===== config.mk =====
export PLATFORM = sky130hd
export DESIGN_NAME = ext_addr_bridge
export DESIGN_NICKNAME = d
export VERILOG_FILES = /design/src/rtl/ext_bridge_pkg.sv /design/src/rtl/ext_bridge_decode.sv /design/src/rtl/ext_bridge_fsm.sv /design/src/rtl/ext_bridge_dp.sv /design/src/rtl/ext_addr_bridge.sv
export SDC_FILE = /design/constraint.sdc
export NUM_CORES = 1
export LEC_CHECK = 0
export ABC_AREA = 1
export CAP_MARGIN = 15
export CORE_UTILIZATION = 45
export DETAILED_ROUTE_END_ITERATION = 10
export PLACE_DENSITY = 0.92
export SYNTH_ARGS = -nofsm -noshare
export SYNTH_HDL_FRONTEND = slang
export SYNTH_HIERARCHICAL = 1
export SYNTH_SLANG_ARGS = --single-unit

===== constraint.sdc =====
create_clock -name clk_i -period 2.8 [get_ports clk_i]
set_clock_uncertainty 0.15 [all_clocks]
set_input_delay 0.84 -clock clk_i [delete_from_list [all_inputs] [get_ports clk_i]]
set_output_delay 0.84 -clock clk_i [all_outputs]
set_load 0.005 [all_outputs]

===== src/rtl/ext_bridge_pkg.sv =====
package ext_bridge_pkg;
  localparam int CODE_W    = 3;
  localparam int NUM_CODES = 1 << CODE_W;
  localparam int UPPER_W   = 8;
  localparam int MID_W     = 4;

  typedef struct packed {
    logic               valid;
    logic [UPPER_W-1:0] upper;
    logic [MID_W-1:0]   mid;
  } remap_t;

  typedef enum logic [1:0] {
    SZ_BYTE = 2'b00,
    SZ_HALF = 2'b01,
    SZ_WORD = 2'b10,
    SZ_BAD  = 2'b11
  } xfer_size_e;

  typedef enum logic [1:0] {
    ST_IDLE,
    ST_DECODE,
    ST_FORWARD,
    ST_RESPOND
  } bridge_state_e;

  // entry 7 leftmost; code 4 is the unreachable calibration region
  localparam remap_t [NUM_CODES-1:0] DEFAULT_REMAP = {
    {1'b0, 8'h00, 4'h0},
    {1'b0, 8'h00, 4'h0},
    {1'b0, 8'h00, 4'h0},
    {1'b0, 8'h00, 4'h0},
    {1'b1, 8'hFF, 4'hF},
    {1'b1, 8'h00, 4'h0},
    {1'b1, 8'h40, 4'h0},
    {1'b1, 8'hC3, 4'hF}
  };
endpackage


===== src/rtl/ext_bridge_decode.sv =====
module ext_bridge_decode
  import ext_bridge_pkg::*;
#(
  parameter int EXT_AW = 24,
  parameter int INT_AW = 32,
  parameter remap_t [NUM_CODES-1:0] REMAP = DEFAULT_REMAP
) (
  input  logic [EXT_AW-1:0]    addr_i,
  input  logic [1:0]           size_i,
  input  logic                 burst_i,
  output logic                 onchip_o,
  output logic                 err_o,
  output logic [NUM_CODES-1:0] sel_o,
  output logic [INT_AW-1:0]    int_addr_o
);
  localparam int PASS_W = EXT_AW - 1 - CODE_W;

  logic [CODE_W-1:0]    code;
  logic [PASS_W-1:0]    pass;
  logic [NUM_CODES-1:0] hit;
  logic                 fmt_err;
  remap_t               entry;

  assign onchip_o = addr_i[EXT_AW-1];
  assign code     = addr_i[EXT_AW-2 -: CODE_W];
  assign pass     = addr_i[PASS_W-1:0];
  assign fmt_err  = burst_i || (size_i == SZ_BAD);

  for (genvar g = 0; g < NUM_CODES; g++) begin : g_hit
    if (REMAP[g].valid) begin : g_live
      assign hit[g] = onchip_o && (code == CODE_W'(g));
    end else begin : g_dead
      assign hit[g] = 1'b0;
    end
  end

  assign sel_o      = fmt_err ? '0 : hit;
  assign err_o      = onchip_o && (fmt_err || !(|hit));
  assign entry      = REMAP[code];
  assign int_addr_o = {entry.upper, entry.mid, pass};
endmodule


===== src/rtl/ext_bridge_fsm.sv =====
module ext_bridge_fsm
  import ext_bridge_pkg::*;
(
  input  logic          clk_i,
  input  logic          rst_ni,
  input  logic          start_i,
  input  logic          dec_err_i,
  input  logic          int_ack_i,
  output bridge_state_e state_o,
  output logic          load_o,
  output logic          rcap_o,
  output logic          int_req_o,
  output logic          ack_o,
  output logic          err_o
);
  bridge_state_e state_q, state_d;
  logic          err_q;

  always_comb begin
    state_d = state_q;
    unique case (state_q)
      ST_IDLE:    if (start_i) state_d = ST_DECODE;
      ST_DECODE:  state_d = dec_err_i ? ST_RESPOND : ST_FORWARD;
      ST_FORWARD: if (int_ack_i) state_d = ST_RESPOND;
      ST_RESPOND: state_d = ST_IDLE;
      default:    state_d = ST_IDLE;
    endcase
  end

  always_ff @(posedge clk_i or negedge rst_ni) begin
    if (!rst_ni) begin
      state_q <= ST_IDLE;
      err_q   <= 1'b0;
    end else begin
      state_q <= state_d;
      if (state_q == ST_DECODE) err_q <= dec_err_i;
    end
  end

  assign state_o   = state_q;
  assign load_o    = (state_q == ST_IDLE) && start_i;
  assign rcap_o    = (state_q == ST_FORWARD) && int_ack_i;
  assign int_req_o = (state_q == ST_FORWARD);
  assign ack_o     = (state_q == ST_RESPOND) && !err_q;
  assign err_o     = (state_q == ST_RESPOND) && err_q;

  a_r6_req_held: assert property (@(posedge clk_i) disable iff (!rst_ni)
    (int_req_o && !int_ack_i) |=> int_req_o);
  a_r5_err_skips_forward: assert property (@(posedge clk_i) disable iff (!rst_ni)
    (state_q == ST_DECODE && dec_err_i) |=> (err_o && !int_req_o));
  a_r9_resp_exclusive: assert property (@(posedge clk_i) disable iff (!rst_ni)
    $onehot0({ack_o, err_o}));
  a_r9_resp_single: assert property (@(posedge clk_i) disable iff (!rst_ni)
    (ack_o || err_o) |=> !(ack_o || err_o));
endmodule


===== src/rtl/ext_bridge_dp.sv =====
module ext_bridge_dp #(
  parameter int EXT_AW = 24,
  parameter int DW     = 32
) (
  input  logic              clk_i,
  input  logic              rst_ni,
  input  logic              load_i,
  input  logic              rcap_i,
  input  logic [EXT_AW-1:0] addr_i,
  input  logic              we_i,
  input  logic [1:0]        size_i,
  input  logic              burst_i,
  input  logic [DW-1:0]     wdata_i,
  input  logic [DW-1:0]     rdata_i,
  output logic [EXT_AW-1:0] addr_o,
  output logic              we_o,
  output logic [1:0]        size_o,
  output logic              burst_o,
  output logic [DW-1:0]     wdata_o,
  output logic [DW-1:0]     rdata_o
);
  always_ff @(posedge clk_i or negedge rst_ni) begin
    if (!rst_ni) begin
      addr_o  <= '0;
      we_o    <= 1'b0;
      size_o  <= '0;
      burst_o <= 1'b0;
      wdata_o <= '0;
    end else if (load_i) begin
      addr_o  <= addr_i;
      we_o    <= we_i;
      size_o  <= size_i;
      burst_o <= burst_i;
      wdata_o <= wdata_i;
    end
  end

  always_ff @(posedge clk_i or negedge rst_ni) begin
    if (!rst_ni)     rdata_o <= '0;
    else if (rcap_i) rdata_o <= rdata_i;
  end
endmodule


===== src/rtl/ext_addr_bridge.sv =====
module ext_addr_bridge
  import ext_bridge_pkg::*;
#(
  parameter int EXT_AW = 24,
  parameter int INT_AW = 32,
  parameter int DW     = 32,
  parameter remap_t [NUM_CODES-1:0] REMAP = DEFAULT_REMAP
) (
  input  logic                 clk_i,
  input  logic                 rst_ni,
  input  logic                 ext_req_i,
  input  logic [EXT_AW-1:0]    ext_addr_i,
  input  logic                 ext_we_i,
  input  logic [1:0]           ext_size_i,
  input  logic                 ext_burst_i,
  input  logic [DW-1:0]        ext_wdata_i,
  output logic [DW-1:0]        ext_rdata_o,
  output logic                 ext_rdata_oe_o,
  output logic                 ext_ack_o,
  output logic                 ext_err_o,
  output logic                 int_req_o,
  output logic [NUM_CODES-1:0] int_sel_o,
  output logic [INT_AW-1:0]    int_addr_o,
  output logic                 int_we_o,
  output logic [1:0]           int_size_o,
  output logic [DW-1:0]        int_wdata_o,
  input  logic                 int_ack_i,
  input  logic [DW-1:0]        int_rdata_i
);
  bridge_state_e        state;
  logic                 load, rcap, start;
  logic                 onchip, dec_err;
  logic                 burst_q;
  logic [EXT_AW-1:0]    addr_q;
  logic [DW-1:0]        rdata_q;
  logic [NUM_CODES-1:0] sel;

  assign start = ext_req_i && ext_addr_i[EXT_AW-1];

  ext_bridge_dp #(.EXT_AW(EXT_AW), .DW(DW)) u_dp (
    .clk_i, .rst_ni,
    .load_i (load),
    .rcap_i (rcap),
    .addr_i (ext_addr_i),
    .we_i   (ext_we_i),
    .size_i (ext_size_i),
    .burst_i(ext_burst_i),
    .wdata_i(ext_wdata_i),
    .rdata_i(int_rdata_i),
    .addr_o (addr_q),
    .we_o   (int_we_o),
    .size_o (int_size_o),
    .burst_o(burst_q),
    .wdata_o(int_wdata_o),
    .rdata_o(rdata_q)
  );

  ext_bridge_decode #(.EXT_AW(EXT_AW), .INT_AW(INT_AW), .REMAP(REMAP)) u_dec (
    .addr_i    (addr_q),
    .size_i    (int_size_o),
    .burst_i   (burst_q),
    .onchip_o  (onchip),
    .err_o     (dec_err),
    .sel_o     (sel),
    .int_addr_o(int_addr_o)
  );

  ext_bridge_fsm u_fsm (
    .clk_i, .rst_ni,
    .start_i  (start),
    .dec_err_i(dec_err || !onchip),
    .int_ack_i,
    .state_o  (state),
    .load_o   (load),
    .rcap_o   (rcap),
    .int_req_o(int_req_o),
    .ack_o    (ext_ack_o),
    .err_o    (ext_err_o)
  );

  assign int_sel_o      = int_req_o ? sel : '0;
  assign ext_rdata_oe_o = ext_ack_o && !int_we_o;
  assign ext_rdata_o    = ext_rdata_oe_o ? rdata_q : '0;

  a_r2_offchip_silent: assert property (@(posedge clk_i) disable iff (!rst_ni)
    (state == ST_IDLE && ext_req_i && !ext_addr_i[EXT_AW-1]) |=> (state == ST_IDLE));
  a_r6_addr_stable: assert property (@(posedge clk_i) disable iff (!rst_ni)
    (int_req_o && !int_ack_i) |=> $stable(int_addr_o));
  a_r3_sel_onehot: assert property (@(posedge clk_i) disable iff (!rst_ni)
    int_req_o |-> $onehot(int_sel_o));
  a_r10_busy_holds: assert property (@(posedge clk_i) disable iff (!rst_ni)
    (state != ST_IDLE && ext_req_i) |=> $stable(addr_q));
endmodule


== Word level (Yosys, flattened, before mapping) ==
Memories as Yosys holds them, arrays and structs flattened.
Index checks and enable logic that the tools add are counted.
Storage, ports and cells
  register bits after elaboration: 95
  memory bits (read-only): 104
  bits of input ports: 96
  memories: 1
Operators by class
  magnitude comparators: 1
  equality and inequality tests: 9
  muxes and demuxes: 8
  reduce and logical (&&, ||, !) cells: 22
Memories
  (no name shown): words 8, width 13, rd ports 1, clocked after memory_dff 0, wr ports 0, line ext_bridge_decode.sv:39  | assign entry = REMAP[code];
Operators by type and width (count)
  2-to-1 mux 32 bit: 1
  2-to-1 mux 12 bit: 1
  logical AND 1 bit: 11
  2-to-1 mux 8 bit: 1
  one-hot mux 2 bit (4 select lines): 1
  == test 2 bit (second input constant): 3
  == test 3 x 2 -> 1 bit (second input constant): 2
  zero test 1 bit: 4
  less-than comparator 3 x 4 -> 1 bit (second input constant): 1
  2-to-1 mux 2 bit: 2
  2-to-1 mux 4 bit: 1
  != test 2 x 1 -> 1 bit (second input constant): 2
  OR reduction 4 bit: 1
  == test 3 x 1 -> 1 bit (second input constant): 1
  zero test 3 bit: 1
  logical OR 1 bit: 3
  == test 2 x 1 -> 1 bit (second input constant): 1
  zero test 2 bit: 1
  AND reduction 2 bit: 1
  2-to-1 mux 1 bit: 1

== Logic depth before layout (Yosys ltp) ==
  depth in word-level cells: 9
  depth in mapped cells: 11
  depth with buffers taken out: 11

== Cells and area by module ==
The synthesis kept the hierarchy.
Modules (own cells, without submodules)
  ext_bridge_dp: times used 1, cells an instance 390, area an instance 3535.9 µm², sequential area each 2302.2 µm²
  ext_addr_bridge: times used 1, cells an instance 91, area an instance 445.4 µm², sequential area each 0.0 µm²
  ext_bridge_decode: times used 1, cells an instance 62, area an instance 424.2 µm², sequential area each 0.0 µm²
  ext_bridge_fsm: times used 1, cells an instance 36, area an instance 262.8 µm², sequential area each 75.1 µm²

== Worst setup path after synthesis ==
No wires, ideal clock.
  path type: reg-to-output
  from: register u_dp.addr_o[20]
  to: output port int_addr_o[21]
  arrival time: 1.192 ns
  data required time: 1.810 ns
  slack: 0.618 ns
  stages on the path, launching flop included: 5
  path buffers: 1
  cell sequence: dfrtp_1 -> inv_1 -> ha_1 -> nor2_1 -> buf_4
On the way
  word-level cells in the longest chain between the ends: 2
Ends and longest elaborated chain
  start, declared: line ext_bridge_dp.sv:15  | output logic [EXT_AW-1:0] addr_o,
  start signal, assigned: line ext_bridge_dp.sv:30  | addr_o <= addr_i;
  memory (8 x 13 bit)
  2-to-1 mux 12 bit (not written as such): line ext_bridge_decode.sv:39
  end, declared: line ext_addr_bridge.sv:23  | output logic [INT_AW-1:0] int_addr_o,
No other way between the ends. The select of a mux whose other input is x is not followed.

== Final worst setup path ==
  from: register u_fsm.state_q[1] (netlist: u_fsm/state_o[1])
  to: output port ext_rdata_o[13]
On the way
  word-level cells in the longest chain between the ends: 4
Ends and longest elaborated chain
  start, declared: line ext_bridge_fsm.sv:16  | bridge_state_e state_q, state_d;
  start signal, assigned: line ext_bridge_fsm.sv:35  | state_q <= state_d;
  == test 2 bit: line ext_bridge_fsm.sv:44  | assign ack_o = (state_q == ST_RESPOND) && !err_q;
  logical AND 1 bit: line ext_bridge_fsm.sv:44
  logical AND 1 bit: line ext_addr_bridge.sv:82  | assign ext_rdata_oe_o = ext_ack_o && !int_we_o;
  2-to-1 mux 32 bit: line ext_addr_bridge.sv:83  | assign ext_rdata_o = ext_rdata_oe_o ? rdata_q : '0;
  end, declared: line ext_addr_bridge.sv:17  | output logic [DW-1:0] ext_rdata_o,
No other way between the ends.

==> key figures <==
Cells and area
  • Final Util: 0.699
  • Commonest cells after routing, fill and taps aside: 302 x nand2_1, 162 x clkdlybuf4s50_1, 92 x dfrtp_1
  • Fin nets: 867
  • Final instance area: 6930 um^2
  • Commonest non-fill, non-tap cell in the layout: nand2_1
  • Share of layout cells above drive strength 1: 0.131
  • # diodes: 0
  • P&R area growth vs syn: 48.4%

Setup path
  • CP cell instances: ha_2 > inv_1 > nor2_4 > nand2_4 > buf_6 > nor2_2 > clkdlybuf4s50_1
  • Crit-path max cell delay: 0.51 ns
  • Worst Setup End Kind: output port
  • Crit-path slowest cell: clkdlybuf4s50_1
  • WS Path Type: reg2out
  • CP Launch Type: flop
  • Worst Path Buf+Inv: 3
  • Delay-heaviest family, CP: buffers and inverters
  • Required @ worst endpoint: 1.81 ns
  • WP data arrival: 1.97 ns
  • CP max FO: 7

Run status
  • Status: finished, violations left
  • Failing checks: negative setup slack

Yosys
  • Largest family of logic cells by synthesized area: simple AND/OR/NAND/NOR gates
  • Post-Synth Adder-Cell Area: 0.0268
  • Syn avg cell area: 8.06 um^2
  • Synth cell types: 21
  • Mux cell area share after synthesis: 0
  • Cell Area, Synth: 4670 um^2
  • Flops & latches, synth: 95
  • Compound-Gate Fraction of Synth Area: 0.00697
  • Sequential area share after synthesis: 0.509
  • Post-Synthesis Cells: 579
  • Synth Warn #: 6
  • Simple-Gate Fraction of Synth Area: 0.303
  • Post-Synth XOR/XNOR Area: 0

Placed design
  • Port buffer count: 202
  • Dpl ws: 0.0702 ns
  • Placer congestion estimate: 0.835
  • DP Wirelength: 8250 um
  • Placed cell area: 6450 um^2

Clock network
  • Num CTS Buffers: 9
  • CTS tree: yes
  • Root Buffer: clkbuf_8
  • Skew-Pair Late Insertion Delay: 0.36 ns
  • Maximum root-to-sink buffer count: 2
  • Hold Buf Count CTS: 0
  • Clock sinks: 95
  • H-tree levels: 3
  • Worst-path clk slew: 0.09 ns

Die
  • Starting Density: 0.471
  • Die Area: 10800 um^2
  • Core Rows: 36
  • I/O Pins: 207
  • Die Y: 104 um
  • Core ar.: 9910 um^2
  • Die width: 104 um

STA
  • Slew headroom: 0.659
  • Worst-Margin Slew: 0.512 ns
  • Tcrit/Tclk final: 1.06
  • Worst Slack Setup Final: -0.158 ns
  • Pins Over Slew Limit: 0
  • Max Fclk: 338 MHz
  • Hold_ws: 0.329 ns
  • Time the worst path needs with I/O delays and setup: 2.96 ns
  • Final hold vios: 0
  • Setup Viol. Count Final: 8
  • RSZ-0062 raised after global routing: true

Run
  • Max_cap viols: 0

Global route
  • GR Overflow Total: 0
  • Total GRT Usage: 0.225
  • First-pass GRT wire length: 19300 um
  • Antenna violations before repair: 0
  • Vias in the first global route: 4080
  • Largest net degree at the start of global routing: 96

Routing
  • Met3 wire len: 1070 um
  • Per-cell routed wire length: 14.1 um
  • Vias per cell: 4.61
  • DRT iter0 DRCs: 233
  • Routed Wire Length: 12600 um
  • DR pass1 iterations: 4
  • Final ANT Viol Nets: 0
  • DRC violations left: 0
  • Routed met1 length: 5120 um
  • Vias post-DR: 4144
  • DR WL met2: 6210 um
  • Uppermost routed layer: met4

Min path
  • Hold crit path type: reg2reg

Pwr
  • LEAKAGE: 3.97 nW
  • Pwr Density: 921 nW/um^2
  • Worst ir drop on vdd: 0.612 mV
  • Overall power: 0.00638 W
-- power breakdown --
part / total (W) / internal, W / switching (W) / leakage, nW
combinational: 0.00304 / 0.00162 / 0.00142 / 2.69
sequential: 0.00243 / 0.00201 / 0.000415 / 1.18
clock: 0.000912 / 0.000438 / 0.000475 / 0.0997
total: 0.00638 / 0.00407 / 0.00231 / 3.97
-- worst paths after layout --
kind                                              startpoint                      endpoint  slack (ns)  cells past startpoint
worst max-delay path            u_fsm/state_o[1]$_DFFE_PN0P_               ext_rdata_o[13]       -0.16                      7
worst min-delay path             u_dp/addr_o[17]$_DFFE_PN0P_   u_dp/addr_o[17]$_DFFE_PN0P_        0.33                      2
worst max register to register  u_fsm/state_o[1]$_DFFE_PN0P_  u_dp/wdata_o[19]$_DFFE_PN0P_        0.92                      8
worst min register to register   u_dp/addr_o[17]$_DFFE_PN0P_   u_dp/addr_o[17]$_DFFE_PN0P_        0.33                      2
max in group asynchronous                             rst_ni   u_dp/addr_o[22]$_DFFE_PN0P_        1.72                      2
min in group asynchronous                             rst_ni  u_dp/rdata_o[15]$_DFFE_PN0P_        0.36                      2
-- Yosys cell counts --
| library cell | instances | area (um^2) |
|---|---|---|
| buf_6 | 13 | 146 |
| conb_1 | 1 | 3.75 |
| ha_1 | 10 | 125 |
| nand3_1 | 2 | 10.0 |
| nand2_1 | 302 | 1130 |
| nand2_4 | 2 | 22.5 |
| o21ai_2 | 2 | 17.5 |
| nor2_1 | 11 | 41.3 |
| inv_6 | 1 | 8.76 |
| inv_1 | 58 | 218 |
| nor2_4 | 1 | 11.3 |
| a21oi_1 | 2 | 10.0 |
| nand3_2 | 1 | 10.0 |
| inv_4 | 1 | 6.26 |
| buf_4 | 42 | 315 |
| buf_2 | 3 | 15.0 |
| o21ai_1 | 1 | 5.00 |
| inv_2 | 1 | 3.75 |
| dfrtp_1 | 95 | 2380 |
| nor2_2 | 29 | 181 |
| nand2_2 | 1 | 6.26 |
-- cell families after synthesis --
| kind of cell | Yosys count |
|---|---|
| adder cells (fa/ha/maj) | 10 |
| buffers and inverters | 119 |
| AND/OR/NAND/NOR | 349 |
| flip-flops | 95 |
| other | 1 |
| AO/OA/AOI/OAI | 5 |
-- per-layer routing --
layer,up-vias,track usage
li1,2001,-
met1,1937,0.268
met2,186,0.380
met3,20,0.0645
met4,0,0.0939
met5,-,0
-- tightest hold or removal path: stages (launching register included) --
cell     delay [ns]
dfrtp_1        0.35
nand2_1        0.06
nand2_1        0.05
-- what timing repair did --
item	in CTS	in global routing
endpoints found under the setup margin	50	42
buffers inserted	10	7
gates cloned	0	2
pin swaps	3	2
resized for setup	24	47
-- per-stage QoR --
step | cells | setup TNS (ns)
4_1_cts | 890 | -4.90
3_3_place_gp | 864 | 0
5_1_grt | 899 | -1.79
3_5_place_dp | 864 | 0
6_report | 899 | -0.635
2_1_floorplan | 582 | 0
-- state kept, by name (all words and copies together) (netlist names) --
signal,cells
u_dp/we_o,1
u_dp/addr_o,24
u_fsm/state_o,2
u_dp/burst_o,1
u_dp/size_o,2
u_fsm/err_q,1
u_dp/rdata_o,32
u_dp/wdata_o,32
-- layout make-up --
cell class | instances | area (um^2)
clock buffers | 11 | 141
clock inverters | 5 | 56.3
fillers | 732 | 2980
flip-flops and latches | 95 | 2380
inverters | 61 | 241
well taps | 133 | 166
multi-input cells | 368 | 1670
repair buffers | 226 | 2280
(Power assumes the default switching activity.)
